### config.mk
export PLATFORM = sky130hd
export DESIGN_NAME = cond_flag_unit
export DESIGN_NICKNAME = d
export VERILOG_FILES = /design/src/rtl/cfu_pkg.sv /design/src/rtl/cfu_cond_eval.sv /design/src/rtl/cfu_flag_next.sv /design/src/rtl/cond_flag_unit.sv
export SDC_FILE = /design/constraint.sdc
export NUM_CORES = 1
export LEC_CHECK = 0
export ABC_AREA = 1
export CAP_MARGIN = 20
export CORE_ASPECT_RATIO = 1.2
export CORE_MARGIN = 2
export CORE_UTILIZATION = 27
export DETAILED_ROUTE_END_ITERATION = 7
export PLACE_DENSITY = 0.8
export SLEW_MARGIN = 5
export SYNTH_ARGS = -nofsm -noshare
export SYNTH_HDL_FRONTEND = slang
export SYNTH_SLANG_ARGS = --single-unit
### constraint.sdc
create_clock -name clk_i -period 1.5 [get_ports clk_i]
set_clock_uncertainty 0.05 [all_clocks]
set_input_delay 0.225 -clock clk_i [delete_from_list [all_inputs] [get_ports clk_i]]
set_output_delay 0.225 -clock clk_i [all_outputs]
set_load 0.01 [all_outputs]
### src/rtl/cfu_pkg.sv
package cfu_pkg;
  typedef struct packed {
    logic n;
    logic z;
    logic c;
    logic v;
  } flags_t;

  typedef enum logic [1:0] {
    OP_ARITH = 2'b00,
    OP_LOGIC = 2'b01,
    OP_CMP   = 2'b10,
    OP_TST   = 2'b11
  } op_class_e;

  typedef enum logic [3:0] {
    CC_EQ = 4'h0, CC_NE = 4'h1, CC_CS = 4'h2, CC_CC = 4'h3,
    CC_MI = 4'h4, CC_PL = 4'h5, CC_VS = 4'h6, CC_VC = 4'h7,
    CC_HI = 4'h8, CC_LS = 4'h9, CC_GE = 4'hA, CC_LT = 4'hB,
    CC_GT = 4'hC, CC_LE = 4'hD, CC_AL = 4'hE, CC_NV = 4'hF
  } cond_e;
endpackage

### src/rtl/cfu_cond_eval.sv
module cfu_cond_eval
  import cfu_pkg::*;
(
  input  logic [3:0] cond_i,
  input  flags_t     flags_i,
  output logic       pass_o
);
  logic nv_eq;
  assign nv_eq = (flags_i.n == flags_i.v);

  always_comb begin
    unique case (cond_e'(cond_i))
      CC_EQ:   pass_o = flags_i.z;
      CC_NE:   pass_o = !flags_i.z;
      CC_CS:   pass_o = flags_i.c;
      CC_CC:   pass_o = !flags_i.c;
      CC_MI:   pass_o = flags_i.n;
      CC_PL:   pass_o = !flags_i.n;
      CC_VS:   pass_o = flags_i.v;
      CC_VC:   pass_o = !flags_i.v;
      CC_HI:   pass_o = flags_i.c & !flags_i.z;
      CC_LS:   pass_o = !flags_i.c | flags_i.z;
      CC_GE:   pass_o = nv_eq;
      CC_LT:   pass_o = !nv_eq;
      CC_GT:   pass_o = !flags_i.z & nv_eq;
      CC_LE:   pass_o = flags_i.z | !nv_eq;
      CC_AL:   pass_o = 1'b1;
      default: pass_o = 1'b0;
    endcase
  end
endmodule

### src/rtl/cfu_flag_next.sv
module cfu_flag_next
  import cfu_pkg::*;
#(
  parameter int DATA_W = 32
) (
  input  logic [1:0]        op_class_i,
  input  logic [DATA_W-1:0] result_i,
  input  logic              carry_i,
  input  logic              overflow_i,
  input  logic              shift_carry_i,
  input  flags_t            cur_i,
  output flags_t            next_o
);
  localparam int MSB = DATA_W - 1;

  // bit 0 of the class selects logical semantics (logic/test)
  logic logical;
  assign logical = op_class_i[0];

  always_comb begin
    next_o.n = result_i[MSB];
    next_o.z = (result_i == '0);
    next_o.c = logical ? shift_carry_i : carry_i;
    next_o.v = logical ? cur_i.v : overflow_i;
  end
endmodule

### src/rtl/cond_flag_unit.sv
module cond_flag_unit
  import cfu_pkg::*;
#(
  parameter int DATA_W = 32
) (
  input  logic              clk_i,
  input  logic              rst_ni,
  input  logic              valid_i,
  input  logic [3:0]        cond_i,
  input  logic              set_flags_i,
  input  logic [1:0]        op_class_i,
  input  logic [DATA_W-1:0] result_i,
  input  logic              carry_i,
  input  logic              overflow_i,
  input  logic              shift_carry_i,
  output logic              exec_o,
  output logic              wr_result_o,
  output logic [3:0]        flags_o
);
  flags_t flags_q, flags_d;
  logic   pass, is_cmp, upd;

  cfu_cond_eval u_eval (
    .cond_i  (cond_i),
    .flags_i (flags_q),
    .pass_o  (pass)
  );

  cfu_flag_next #(.DATA_W(DATA_W)) u_next (
    .op_class_i    (op_class_i),
    .result_i      (result_i),
    .carry_i       (carry_i),
    .overflow_i    (overflow_i),
    .shift_carry_i (shift_carry_i),
    .cur_i         (flags_q),
    .next_o        (flags_d)
  );

  assign is_cmp      = op_class_i[1];
  assign exec_o      = valid_i & pass;
  assign wr_result_o = exec_o & !is_cmp;
  assign upd         = exec_o & (set_flags_i | is_cmp);

  always_ff @(posedge clk_i or negedge rst_ni) begin
    if (!rst_ni)  flags_q <= '0;
    else if (upd) flags_q <= flags_d;
  end

  assign flags_o = flags_q;
endmodule

* Yosys cells after proc, flatten, opt, wreduce, memory -nomap -nowiden *
Cells that the tools add are included.

storage, ports and cells
  register bits = 4
  logic and storage cells = 39
  output and inout bits = 6
  input port bits = 45

operators by class
  equal/unequal tests = 15
  bitwise operators = 9
  reduce and logical (&&, ||, !) cells = 9
  muxes and demuxes = 2

operator list
  kind                                            number
  zero test 32 bit                                1
  == test 4 bit (second input constant)           7
  == test 4 x 3 -> 1 bit (second input constant)  4
  case mux 1 bit (15 select lines)                1
  == test 4 x 2 -> 1 bit (second input constant)  2
  zero test 1 bit                                 6
  bitwise AND 1 bit                               5
  == test 4 x 1 -> 1 bit (second input constant)  1
  zero test 4 bit                                 1
  bitwise OR 1 bit                                3
  AND reduction 2 bit                             1
  == test 1 bit                                   1
  two-way mux 1 bit                               1
  NOT 1 bit                                       1

* Depth between registers and ports, before layout *
  depth in word-level cells = 7
  gate-level depth with buffers = 12
  depth with buffers taken out = 12

* Modules after synthesis *
Synthesis repeated with hierarchy kept, for this count alone.

unflattened totals
  cell total of the unflattened synthesis = 112
  area, all modules = 571.8 µm²

by module, submodules not included
  module          area an instance (µm²)  times used  cells an instance
  cfu_cond_eval   229.0                   1           55
  cond_flag_unit  196.4                   1           23
  cfu_flag_next   146.4                   1           34

* Worst setup path after synthesis *
No wires, ideal clock.

  kind = reg2out
  start = register flags_q (netlist bit flags_o[0])
  end = output port wr_result_o
  data arrival time = 1.341 ns
  cell stages (with the launch flop) = 12
  slack = -0.116 ns
  data required time = 1.225 ns
  buffers on the path = 0
  path through = dfrtp_1 > inv_1 > nand2_1 > nand2_1 > nand2_1 > nand2_1 > nand2_1 > nand2_1 > nor2_2 > a21oi_2 > inv_1 > nor2_1

between the ends
  cells in the longest elaborated chain, start to end = 6
  elaborated cells on any way between the ends = 8
  classes of those cells = 1 x eq/ne; 1 x mux; 4 x bitwise; 2 x reduce/logical

RTL lines
  item                                line                                      text
  from (decl)                         cond_flag_unit.sv:20                      flags_t flags_q, flags_d;
  from (signal assigned)              cond_flag_unit.sv:46                      else if (upd) flags_q <= flags_d;
  == test 1 bit                       cfu_cond_eval.sv:9                        assign nv_eq = (flags_i.n == flags_i.v);
  zero test 1 bit                     cfu_cond_eval.sv:24, cfu_cond_eval.sv:26
  bitwise OR 1 bit                    cfu_cond_eval.sv:26                       CC_LE: pass_o = flags_i.z | !nv_eq;
  case mux 1 bit (15 select lines) *  cfu_cond_eval.sv:12                       unique case (cond_e'(cond_i))
  bitwise AND 1 bit *                 cond_flag_unit.sv:40                      assign exec_o = valid_i & pass;
  net exec_o                          cond_flag_unit.sv:16                      output logic exec_o,
  bitwise AND 1 bit *                 cond_flag_unit.sv:41                      assign wr_result_o = exec_o & !is_cmp;
  to (decl)                           cond_flag_unit.sv:17                      output logic wr_result_o,

Mark *: on every way through the listed nets, which the timed path passes. The rest lies on a longest branch.

* Worst setup path after layout *
  start = register flags_q (netlist bit flags_o[3])
  end = output port wr_result_o

between the ends
  cells in the longest elaborated chain, start to end = 6
  elaborated cells on any way between the ends = 8
  classes of those cells = 1 x eq/ne; 1 x mux; 4 x bitwise; 2 x reduce/logical

RTL lines
  item                                line
  == test 1 bit                       cfu_cond_eval.sv:9
  zero test 1 bit                     cfu_cond_eval.sv:24, cfu_cond_eval.sv:26
  bitwise OR 1 bit                    cfu_cond_eval.sv:26
  case mux 1 bit (15 select lines) *  cfu_cond_eval.sv:12
  bitwise AND 1 bit *                 cond_flag_unit.sv:40
  bitwise AND 1 bit *                 cond_flag_unit.sv:41

Every way passes the cells marked *; elsewhere a longest branch is shown, timed or not.

==> key figures <==
Place
  – IO Port Bufs: 50
  – Post-DP HPWL: 1680 um
  – Cells after DPL: ~160
  – RD Place Congestion: approximately 0.83

Clock network
  – CTS sink cnt: 4
  – Clk slew on worst S/H paths: 40 ps
  – CTS Buffer Depth: 2
  – H-tree levels: 1
  – Postcts setup bufs: 0
  – Clk Latency, worst-skew pair: 230 ps
  – Number of buffers created by CTS: 3
  – CTS root buffer: clkbuf_4
  – Hold_buf cts: 0
  – CTS tree: done

Floorplanning
  – Initial Util: 0.290
  – CORE AREA: 1640 um2
  – Die Area: 2120 um2
  – I/O Pins: 51
  – Row count: 16
  – Die Ht: 50.0 um
  – Die X: 42.4 um

Global routing
  – Total GRT Usage: 0.195
  – Pin count of the biggest net entering global routing: 7
  – Vias in the first global route: 874
  – Grt ovf: 0
  – Initial antenna violation count: 0
  – First-pass GRT wire length: 3190 um

Min path
  – HP Class: primary input to async pin

Timing
  – Setup ws final: -358 ps
  – Headroom to the max-slew limit: 0.830
  – Final Hold Vio Count: 0
  – Worst-Margin Slew: 252 ps
  – Final min period: 1860 ps
  – Smallest hold slack: around 150 ps
  – Max-slew violations: 0
  – Final Setup Violations: 2
  – Period Utilization, post-route: 1.24
  – Fmax: 538 MHz
  – RSZ-0062 raised after global routing: yes
  – Setup TNS: -645 ps

Drt
  – Drt wl/cell: 12.0 um
  – DR vias/cell: 4.99
  – Via count: ~820
  – Final WL: 1980 um
  – Initial DRC count: 12
  – DR top layer: met4
  – Post-Route M1 WL: 662 um
  – Routed Antenna Nets: 0
  – First-pass DRT Iterations: 4
  – Drt drc: 0
  – Metal2 WL: around 1100 um
  – Routed length on met3: between 150 and 200 um

Finish
  – Syn-to-layout area delta: 142%
  – Max reg flops: 4
  – Commonest non-fill, non-tap cell in the layout: clkdlybuf4s50_1
  – Antenna diodes: 0
  – Share of layout cells above drive strength 1: 0.286
  – Final cell count without fillers: 165
  – Final Util: 0.704
  – Nets@finish: between 150 and 200
  – Commonest cells after routing, fill and taps aside: 40 x clkdlybuf4s50_1, 19 x nand2_1, 9 x nand2_2, 9 x buf_4

Status
  – Failing checks: negative setup slack
  – Status: finished with violations

Logic synthesis
  – Leading area contributor after synthesis: nand2_1
  – Share of the synthesized area in the top cell type: 0.220
  – Cell Area, Synth: 477 um2
  – Syn_area_per_cell: ~5.7 um2
  – Post-synthesis sequential area ratio: 0.210
  – #FFs+latches synth: 4
  – Top FF cell, synth: dfrtp_1
  – Post-Syn Instances: 84
  – Fraction of registers with async set/reset: 1.00
  – Warnings from Yosys: 0
  – Synth area leaders: nand2_1 22%, dfrtp_1 21%, nor4_1 10%, nand3_1 9.4%, inv_1 8.7%
  – Syn_nets: between 100 and 150
  – Synth unique cells: 17
  – Number of synthesized flops with an enable pin: 0

Worst setup path
  – CP startpoint kind: flip-flop
  – Cell-by-cell trace of the critical path: inv_2, nand2_2, nand2_2, nand2_2, nand2_2, nand2_2, nand2_2, nor2_4, a21oi_4, inv_2, nor2_2, buf_2
  – Critical Path End Type: output pin
  – Critical R2R Launch: flags_o[0]
  – CP delay by family, top: simple AND/OR/NAND/NOR gates
  – Kind of critical path: flip-flop to output pin
  – R2r endpoint: flags_o[2]
  – Crit path max fanout: 4
  – Reg2reg path depth: 11
  – Critical path data arrival time: around 1600 ps
  – R2R setup slack: 70 ps
  – Slowest stage cell, crit path: dfrtp_1
  – Critical path required time: approximately 1200 ps
  – Slowest Stage Delay on Critical Path: 400 ps
  – Worst path bufs/invs: 3
  – Top cell by count, worst path: nand2_2

Flow run
  – Max Cap Viol: 0

Power and ir drop
  – Power, Total: 0.989 mW
  – Leak: 0.535 nW
  – Maximum VDD drop: roughly 0.49 mV
  – Pwr dens: 857 nW/um2
[power breakdown]
| group | internal (mW) | total (mW) | leakage (nW) | switching [mW] |
|---|---|---|---|---|
| Combinational | 0.359 | 0.670 | 0.470 | 0.311 |
| Clock | 0.0895 | 0.133 | 0.0138 | 0.0439 |
| Sequential | 0.149 | 0.186 | 0.0513 | 0.0372 |
| Total | 0.598 | 0.989 | 0.535 | 0.392 |
[synthesized netlist by cell type (all sizes together), types with 2 or more instances]
master,instances
inv,12
o21ai,2
a21oi,3
nand4,4
nor2,8
nand3,10
nand2,28
nor4,8
or2,2
dfrtp,4
[timing repair]
action / in CTS / in global routing
resized for setup: 21 / 20
endpoints found under the setup margin: 10 / 6
pin swaps: 3 / 7
[cell type report]
type                    count  area, um2
clock buffers               3       22.5
fillers                   152        487
inverters                  12       45.0
multi-input cells          68        405
flip-flops and latches      4        100
well taps                  18       22.5
repair buffers             60        559
[cell families after synthesis]
logic type	Yosys count	synth area share
mux	1	0.0210
flops	4	0.210
compound gates	5	0.0604
buf+inv	12	0.0945
simple gates	62	0.614
[through the flow]
stage	worst slack (ps)	cell area, um2
floorplan	-97.4	479
global placement	-952	1080
detailed placement	-980	1080
CTS	-396	1090
global route	-489	1150
finish	-358	1150
[worst max-delay path by stage]
stage               startpoint     endpoint  slack [ps]  depth (start not counted)
CTS                 flags_o[3]  wr_result_o        -400                         12
global route        flags_o[3]  wr_result_o        -490                         12
finish              flags_o[3]  wr_result_o        -360                         12
floorplan           flags_o[0]  wr_result_o        -100                         11
detailed placement   cond_i[3]  wr_result_o        -980                         12
global placement     cond_i[3]  wr_result_o        -950                         12
[metal layers]
metal / vias up / GRT usage
met3: 6 / 0.0549
met2: 48 / 0.367
li1: 410 / -
met5: - / 0
met4: 0 / 0.0990
met1: 360 / 0.188
No activity file was read; power rests on OpenSTA's default activity.
